===== src/rtl/swap_pkg.sv =====
package swap_pkg;
  typedef enum logic [2:0] {
    OP_BSH  = 3'd0,
    OP_BSW  = 3'd1,
    OP_HSW  = 3'd2,
    OP_SXB  = 3'd3,
    OP_ZXB  = 3'd4,
    OP_SXH  = 3'd5,
    OP_ZXH  = 3'd6,
    OP_PASS = 3'd7
  } swap_op_e;

  typedef struct packed {
    logic ov;
    logic cy;
    logic s;
    logic z;
  } swap_flags_t;
endpackage


===== src/rtl/swap_datapath.sv =====
module swap_datapath
  import swap_pkg::*;
#(
  parameter int BYTE_W = 8
) (
  input  logic [4*BYTE_W-1:0] din,
  input  swap_op_e            op,
  output logic [4*BYTE_W-1:0] res
);
  localparam int W     = 4 * BYTE_W;
  localparam int HALF  = 2 * BYTE_W;
  localparam int LANES = 4;

  logic [W-1:0] bsh, bsw, hsw;

  // Each swap is a lane permutation: target lane i takes source lane i XOR k.
  for (genvar i = 0; i < LANES; i++) begin : g_lane
    assign bsh[i*BYTE_W +: BYTE_W] = din[(i ^ 1)*BYTE_W +: BYTE_W];
    assign hsw[i*BYTE_W +: BYTE_W] = din[(i ^ 2)*BYTE_W +: BYTE_W];
    assign bsw[i*BYTE_W +: BYTE_W] = din[(i ^ 3)*BYTE_W +: BYTE_W];
  end

  always_comb begin
    unique case (op)
      OP_BSH:  res = bsh;
      OP_BSW:  res = bsw;
      OP_HSW:  res = hsw;
      OP_SXB:  res = {{(W-BYTE_W){din[BYTE_W-1]}}, din[BYTE_W-1:0]};
      OP_ZXB:  res = {{(W-BYTE_W){1'b0}}, din[BYTE_W-1:0]};
      OP_SXH:  res = {{(W-HALF){din[HALF-1]}}, din[HALF-1:0]};
      OP_ZXH:  res = {{(W-HALF){1'b0}}, din[HALF-1:0]};
      default: res = din;
    endcase
  end
endmodule


===== src/rtl/swap_flags.sv =====
module swap_flags
  import swap_pkg::*;
#(
  parameter int BYTE_W = 8
) (
  input  logic [4*BYTE_W-1:0] res,
  input  swap_op_e            op,
  output swap_flags_t         flags,
  output logic                we
);
  localparam int W     = 4 * BYTE_W;
  localparam int LANES = 4;

  logic [LANES-1:0] lane_zero;

  for (genvar i = 0; i < LANES; i++) begin : g_zero
    assign lane_zero[i] = (res[i*BYTE_W +: BYTE_W] == '0);
  end

  logic cy_raw;

  always_comb begin
    unique case (op)
      OP_BSH:  cy_raw = lane_zero[0] | lane_zero[1];
      OP_BSW:  cy_raw = |lane_zero;
      OP_HSW:  cy_raw = (&lane_zero[1:0]) | (&lane_zero[3:2]);
      default: cy_raw = 1'b0;
    endcase
  end

  assign we = (op == OP_BSH) || (op == OP_BSW) || (op == OP_HSW);

  always_comb begin
    flags = '0;
    if (we) begin
      flags.z  = &lane_zero;
      flags.s  = res[W-1];
      flags.cy = cy_raw;
      flags.ov = 1'b0;
    end
  end
endmodule


===== src/rtl/swap_stage.sv =====
module swap_stage
  import swap_pkg::*;
#(
  parameter int W = 32
) (
  input  logic        clk,
  input  logic        rst_n,
  input  logic        in_valid,
  output logic        in_ready,
  input  logic [W-1:0] in_res,
  input  swap_flags_t in_flags,
  input  logic        in_we,
  output logic        out_valid,
  input  logic        out_ready,
  output logic [W-1:0] out_res,
  output swap_flags_t out_flags,
  output logic        out_we
);
  assign in_ready = !out_valid || out_ready;

  always_ff @(posedge clk or negedge rst_n) begin
    if (!rst_n) begin
      out_valid <= 1'b0;
      out_res   <= '0;
      out_flags <= '0;
      out_we    <= 1'b0;
    end else if (in_ready) begin
      out_valid <= in_valid;
      if (in_valid) begin
        out_res   <= in_res;
        out_flags <= in_flags;
        out_we    <= in_we;
      end
    end
  end
endmodule


===== src/rtl/swap_unit.sv =====
module swap_unit
  import swap_pkg::*;
#(
  parameter int BYTE_W = 8,
  localparam int W = 4 * BYTE_W
) (
  input  logic         clk,
  input  logic         rst_n,
  input  logic         in_valid,
  output logic         in_ready,
  input  logic [W-1:0] in_data,
  input  logic [2:0]   in_op,
  output logic         out_valid,
  input  logic         out_ready,
  output logic [W-1:0] out_data,
  output logic         out_z,
  output logic         out_s,
  output logic         out_cy,
  output logic         out_ov,
  output logic         out_flag_we
);
  swap_op_e    op;
  logic [W-1:0] res;
  swap_flags_t  flags_c, flags_q;
  logic         we_c;

  assign op = swap_op_e'(in_op);

  swap_datapath #(.BYTE_W(BYTE_W)) u_dp (
    .din (in_data),
    .op  (op),
    .res (res)
  );

  swap_flags #(.BYTE_W(BYTE_W)) u_fl (
    .res   (res),
    .op    (op),
    .flags (flags_c),
    .we    (we_c)
  );

  swap_stage #(.W(W)) u_st (
    .clk       (clk),
    .rst_n     (rst_n),
    .in_valid  (in_valid),
    .in_ready  (in_ready),
    .in_res    (res),
    .in_flags  (flags_c),
    .in_we     (we_c),
    .out_valid (out_valid),
    .out_ready (out_ready),
    .out_res   (out_data),
    .out_flags (flags_q),
    .out_we    (out_flag_we)
  );

  assign out_z  = flags_q.z;
  assign out_s  = flags_q.s;
  assign out_cy = flags_q.cy;
  assign out_ov = flags_q.ov;
endmodule


===== config.mk =====
export PLATFORM = sky130hd
export DESIGN_NAME = swap_unit
export DESIGN_NICKNAME = d
export VERILOG_FILES = /design/src/rtl/swap_pkg.sv /design/src/rtl/swap_datapath.sv /design/src/rtl/swap_flags.sv /design/src/rtl/swap_stage.sv /design/src/rtl/swap_unit.sv
export SDC_FILE = /design/constraint.sdc
export NUM_CORES = 1
export LEC_CHECK = 0
export BUFFER_PORTS_ARGS = -buffer_cell sky130_fd_sc_hd__buf_2
export CORE_ASPECT_RATIO = 0.5
export CORE_MARGIN = 10
export CORE_UTILIZATION = 28
export DETAILED_ROUTE_END_ITERATION = 6
export GPL_ROUTABILITY_DRIVEN = 0
export MAX_ROUTING_LAYER = met4
export PLACE_DENSITY = 0.52
export SLEW_MARGIN = 20
export SYNTH_ARGS = -nofsm -noshare
export SYNTH_HDL_FRONTEND = slang
export SYNTH_SLANG_ARGS = --single-unit

===== constraint.sdc =====
create_clock -name clk -period 1.5 [get_ports clk]
set_input_delay 0.45 -clock clk [delete_from_list [all_inputs] [get_ports clk]]
set_output_delay 0.45 -clock clk [all_outputs]
set_load 0.03 [all_outputs]

==> qor.log <==
INFO  logic_synthesis yosys.cell_types.count=53
INFO  timing         skew=4.68ps
INFO  worst_setup_path worst_setup_path_end_kind=flop
INFO  cells_and_area post-route-cell-area=5360um^2
INFO  floorplan      die-width=161um
INFO  clock_network  clockBufferDepth=2
INFO  pwr            p_total=4.46mW
INFO  worst_setup_path worst-r2r-cell-count=6
INFO  clock_network  clock_latency_reported_for_the_late_side_of_the_worst_skew_pair=280ps
INFO  min_path       hold_path_class=input pin to async pin
INFO  logic_synthesis synthesis.nets=395
INFO  floorplan      design.core.area=9570um^2
INFO  clock_network  cts-root-buf=sky130_fd_sc_hd__clkbuf_16
INFO  timing         timing.hold.ws=112ps
INFO  worst_setup_path worstPathRequired=1710ps
INFO  routing        drt_first_iter_violations=278
INFO  routing        drtAntennaViolNets=0
INFO  routing        viasPerCell=5.15
INFO  flow_run       maxCapViolCount=0
INFO  place          port-buffer-count=76
INFO  routing        detailroute.via_count=3,610
INFO  timing         drv_slew=0
INFO  worst_setup_path rrSetupSlack=-110ps
INFO  worst_setup_path crit_chain=buf_12 > buf_4 > buf_8 > and3_4 > a31oi_4 > buf_6 > o21ai_4 > o32ai_1 > nand4b_1 > or4_1 > o21ai_1
INFO  logic_synthesis postSynth.asyncResetShare=100%
INFO  clock_network  postCtsHoldBufs=0
INFO  routing        detailedRoute.firstPassIterationCount=5
INFO  grt            grt_util_all_layers=16.9%
INFO  cells_and_area fin_nets=604
INFO  worst_setup_path crit_path_max_incr_delay=550ps
INFO  floorplan      floorplan.die_area=14,600um^2
INFO  pwr            static-leakage-power=2.53nW
INFO  cells_and_area antenna_cells=0
INFO  worst_setup_path crit-reg2reg-capture=u_st.out_flags[2]
INFO  grt            grt_first_pass_wirelength=19,600um
INFO  timing         max_freq=414MHz
INFO  worst_setup_path cp_slowest_cell=sky130_fd_sc_hd__or4_1
INFO  timing         rsz_0062_raised_after_global_routing=true
INFO  worst_setup_path criticalPathCategory=input pin to flop
INFO  logic_synthesis synth-warning-count=0
INFO  timing         period_minus_slack=2420ps
INFO  floorplan      floorplan.initialDensity=29.2%
INFO  place          postPlaceCellArea=4260um^2
INFO  place          placed_cells=660
INFO  floorplan      top_level_ports=78
INFO  floorplan      row_count=25
INFO  outcome        status=finished, violations left
INFO  place          detailedPlace.worstSlack=-1460ps
INFO  timing         final.setup.worst_slack=-916ps
INFO  logic_synthesis synth.yosys.seq_area_share=33.2%
INFO  worst_setup_path regToRegStartpoint=u_st.out_valid
INFO  cells_and_area final_common_cell=sky130_fd_sc_hd__buf_4
INFO  worst_setup_path critical-path-top-delay-family=simple AND/OR/NAND/NOR gates
INFO  grt            grt_antenna_before_repair=0
INFO  worst_setup_path crit_path_start_kind=input pin
INFO  worst_setup_path worst-path-buf-inv=4
INFO  cells_and_area area_delta_synth_final=91.8%
INFO  grt            grt_max_degree=38
INFO  timing         maxSlewHeadroom=65.3%
INFO  pwr            vdd.ir_drop.worst=0.000453V
INFO  grt            grt_pass1_vias=3,592
INFO  logic_synthesis synth_area_per_cell=7.84um^2
INFO  logic_synthesis synth_edf_count=0
INFO  outcome        failing_checks=setup timing
INFO  cells_and_area post_layout_nonfiller_instances=701
INFO  logic_synthesis synthCells=356
INFO  routing        detail_route.wirelength=12,900um
INFO  clock_network  clkSinkCount=37
INFO  pwr            powerDensity=832nW/um^2
INFO  worst_setup_path crit_arrival=2630ps
INFO  logic_synthesis ys.flop_type=sky130_fd_sc_hd__dfrtp_1
INFO  worst_setup_path critical_path_peak_fanout=8
INFO  routing        drc=0
INFO  grt            global_route.overflow_total=0
INFO  timing         worst-slew-pin-transition=518ps
INFO  timing         final_min_period_over_clock_period=161%
INFO  timing         finalHoldViolations=0
INFO  logic_synthesis synth-seq-cells=37
INFO  logic_synthesis synthesis.area=2790um^2
INFO  clock_network  cts_tree=built
INFO  routing        detail_route.wl_per_cell=18.4um
INFO  place          dpl.hpwl=9580um
INFO  clock_network  h-tree-depth=2
INFO  clock_network  clkSlewWorstSetupHoldPaths=60ps
INFO  cells_and_area mostFrequentLayoutCells=sky130_fd_sc_hd__buf_4, sky130_fd_sc_hd__nand2_1, sky130_fd_sc_hd__buf_2, sky130_fd_sc_hd__dfrtp_1, sky130_fd_sc_hd__buf_6
INFO  timing         final-setup-viol-count=14
INFO  floorplan      fp.dieH=90.6um
INFO  cells_and_area drive_above_1_share=58.1%
INFO  clock_network  numCtsBuffers=5
-- how the worst max path moves through the flow --
stage / from / cells past startpoint / slack, ps / endpoint
floorplan: in_op[2] / 10 / -890 / u_st.out_flags[0]
finish: in_op[0] / 11 / -920 / u_st.out_flags[0]
global placement: in_op[0] / 11 / -1410 / u_st.out_flags[0]
global route: in_op[0] / 10 / -960 / u_st.out_flags[2]
detailed placement: in_op[0] / 11 / -1460 / u_st.out_flags[0]
CTS: in_op[0] / 10 / -840 / u_st.out_flags[0]
-- registers in the layout, indices dropped and copies added (netlist names) --
signal,count
u_st.out_res,32
u_st.out_we,1
u_st.out_valid,1
u_st.out_flags,3
-- cells in the mapped netlist (4+ instances only) --
cell / number / area share, %
sky130_fd_sc_hd__nand3_1: 7 / 1.3
sky130_fd_sc_hd__a22o_1: 6 / 1.9
sky130_fd_sc_hd__a21oi_1: 22 / 3.9
sky130_fd_sc_hd__o221ai_1: 4 / 1.3
sky130_fd_sc_hd__o31ai_1: 6 / 1.6
sky130_fd_sc_hd__nand2b_1: 8 / 1.8
sky130_fd_sc_hd__or2_2: 4 / 0.90
sky130_fd_sc_hd__buf_6: 4 / 1.6
sky130_fd_sc_hd__buf_2: 6 / 1.1
sky130_fd_sc_hd__mux2i_1: 12 / 4.3
sky130_fd_sc_hd__o21ai_1: 4 / 0.72
sky130_fd_sc_hd__a211oi_1: 11 / 3.0
sky130_fd_sc_hd__nor2b_1: 8 / 1.8
sky130_fd_sc_hd__o22ai_1: 6 / 1.3
sky130_fd_sc_hd__a22oi_1: 4 / 1.1
sky130_fd_sc_hd__nand2_1: 80 / 11
sky130_fd_sc_hd__mux2_1: 4 / 1.6
sky130_fd_sc_hd__and3_1: 4 / 0.90
sky130_fd_sc_hd__clkbuf_1: 17 / 2.3
sky130_fd_sc_hd__dfrtp_1: 37 / 33
sky130_fd_sc_hd__nor2_1: 5 / 0.67
sky130_fd_sc_hd__inv_1: 5 / 0.67
sky130_fd_sc_hd__o21ai_0: 41 / 7.3
-- metrics by stage --
step	setup TNS, ps	util (%)
after global routing	-3840	56.0
after floorplan	-3220	-
after CTS	-2560	52.4
final	-3250	56.0
after detailed placement	-17870	44.5
after global placement	-17290	44.5
-- per-layer routing --
| metal | up-vias | track usage [%] | part of all wire, % |
|---|---|---|---|
| met5 | - | - | 0 |
| met4 | 0 | 3.92 | 1.8 |
| met3 | 19 | 3.09 | 7.2 |
| met2 | 138 | 25.7 | 45 |
| met1 | 1723 | 22.6 | 46 |
| li1 | 1730 | - | - |
-- cell families after synthesis --
kind of cell	count (synthesis)	synth area share, %
compound gates	129	29.9
other cells	1	0.134
mux	19	7.12
flops	37	33.2
buf+inv	38	6.72
simple gates	132	22.9
-- repair_timing --
item	in CTS	in global routing
hold endpoints to repair	0	0
endpoints found under the setup margin	35	31
setup buffers	22	11
cloned	2	0
gates resized for setup	94	67
pin swaps	19	21
-- power breakdown --
group | internal [mW] | total [mW] | switching [mW] | leakage, nW
logic | 0.878 | 1.99 | 1.11 | 1.98
registers | 1.14 | 1.22 | 0.0736 | 0.464
clock network | 0.829 | 1.25 | 0.423 | 0.0831
-- layout make-up --
class / count / area, um^2
Fill cell: 836 / 4210
Clock inverter: 2 / 37.5
Tap cell: 135 / 169
Inverter: 7 / 36.3
Sequential cell: 37 / 927
Multi-Input combinational cell: 281 / 2210
Clock buffer: 6 / 139
Timing Repair Buffer: 233 / 1840
Power figures use the tool's default switching activity.
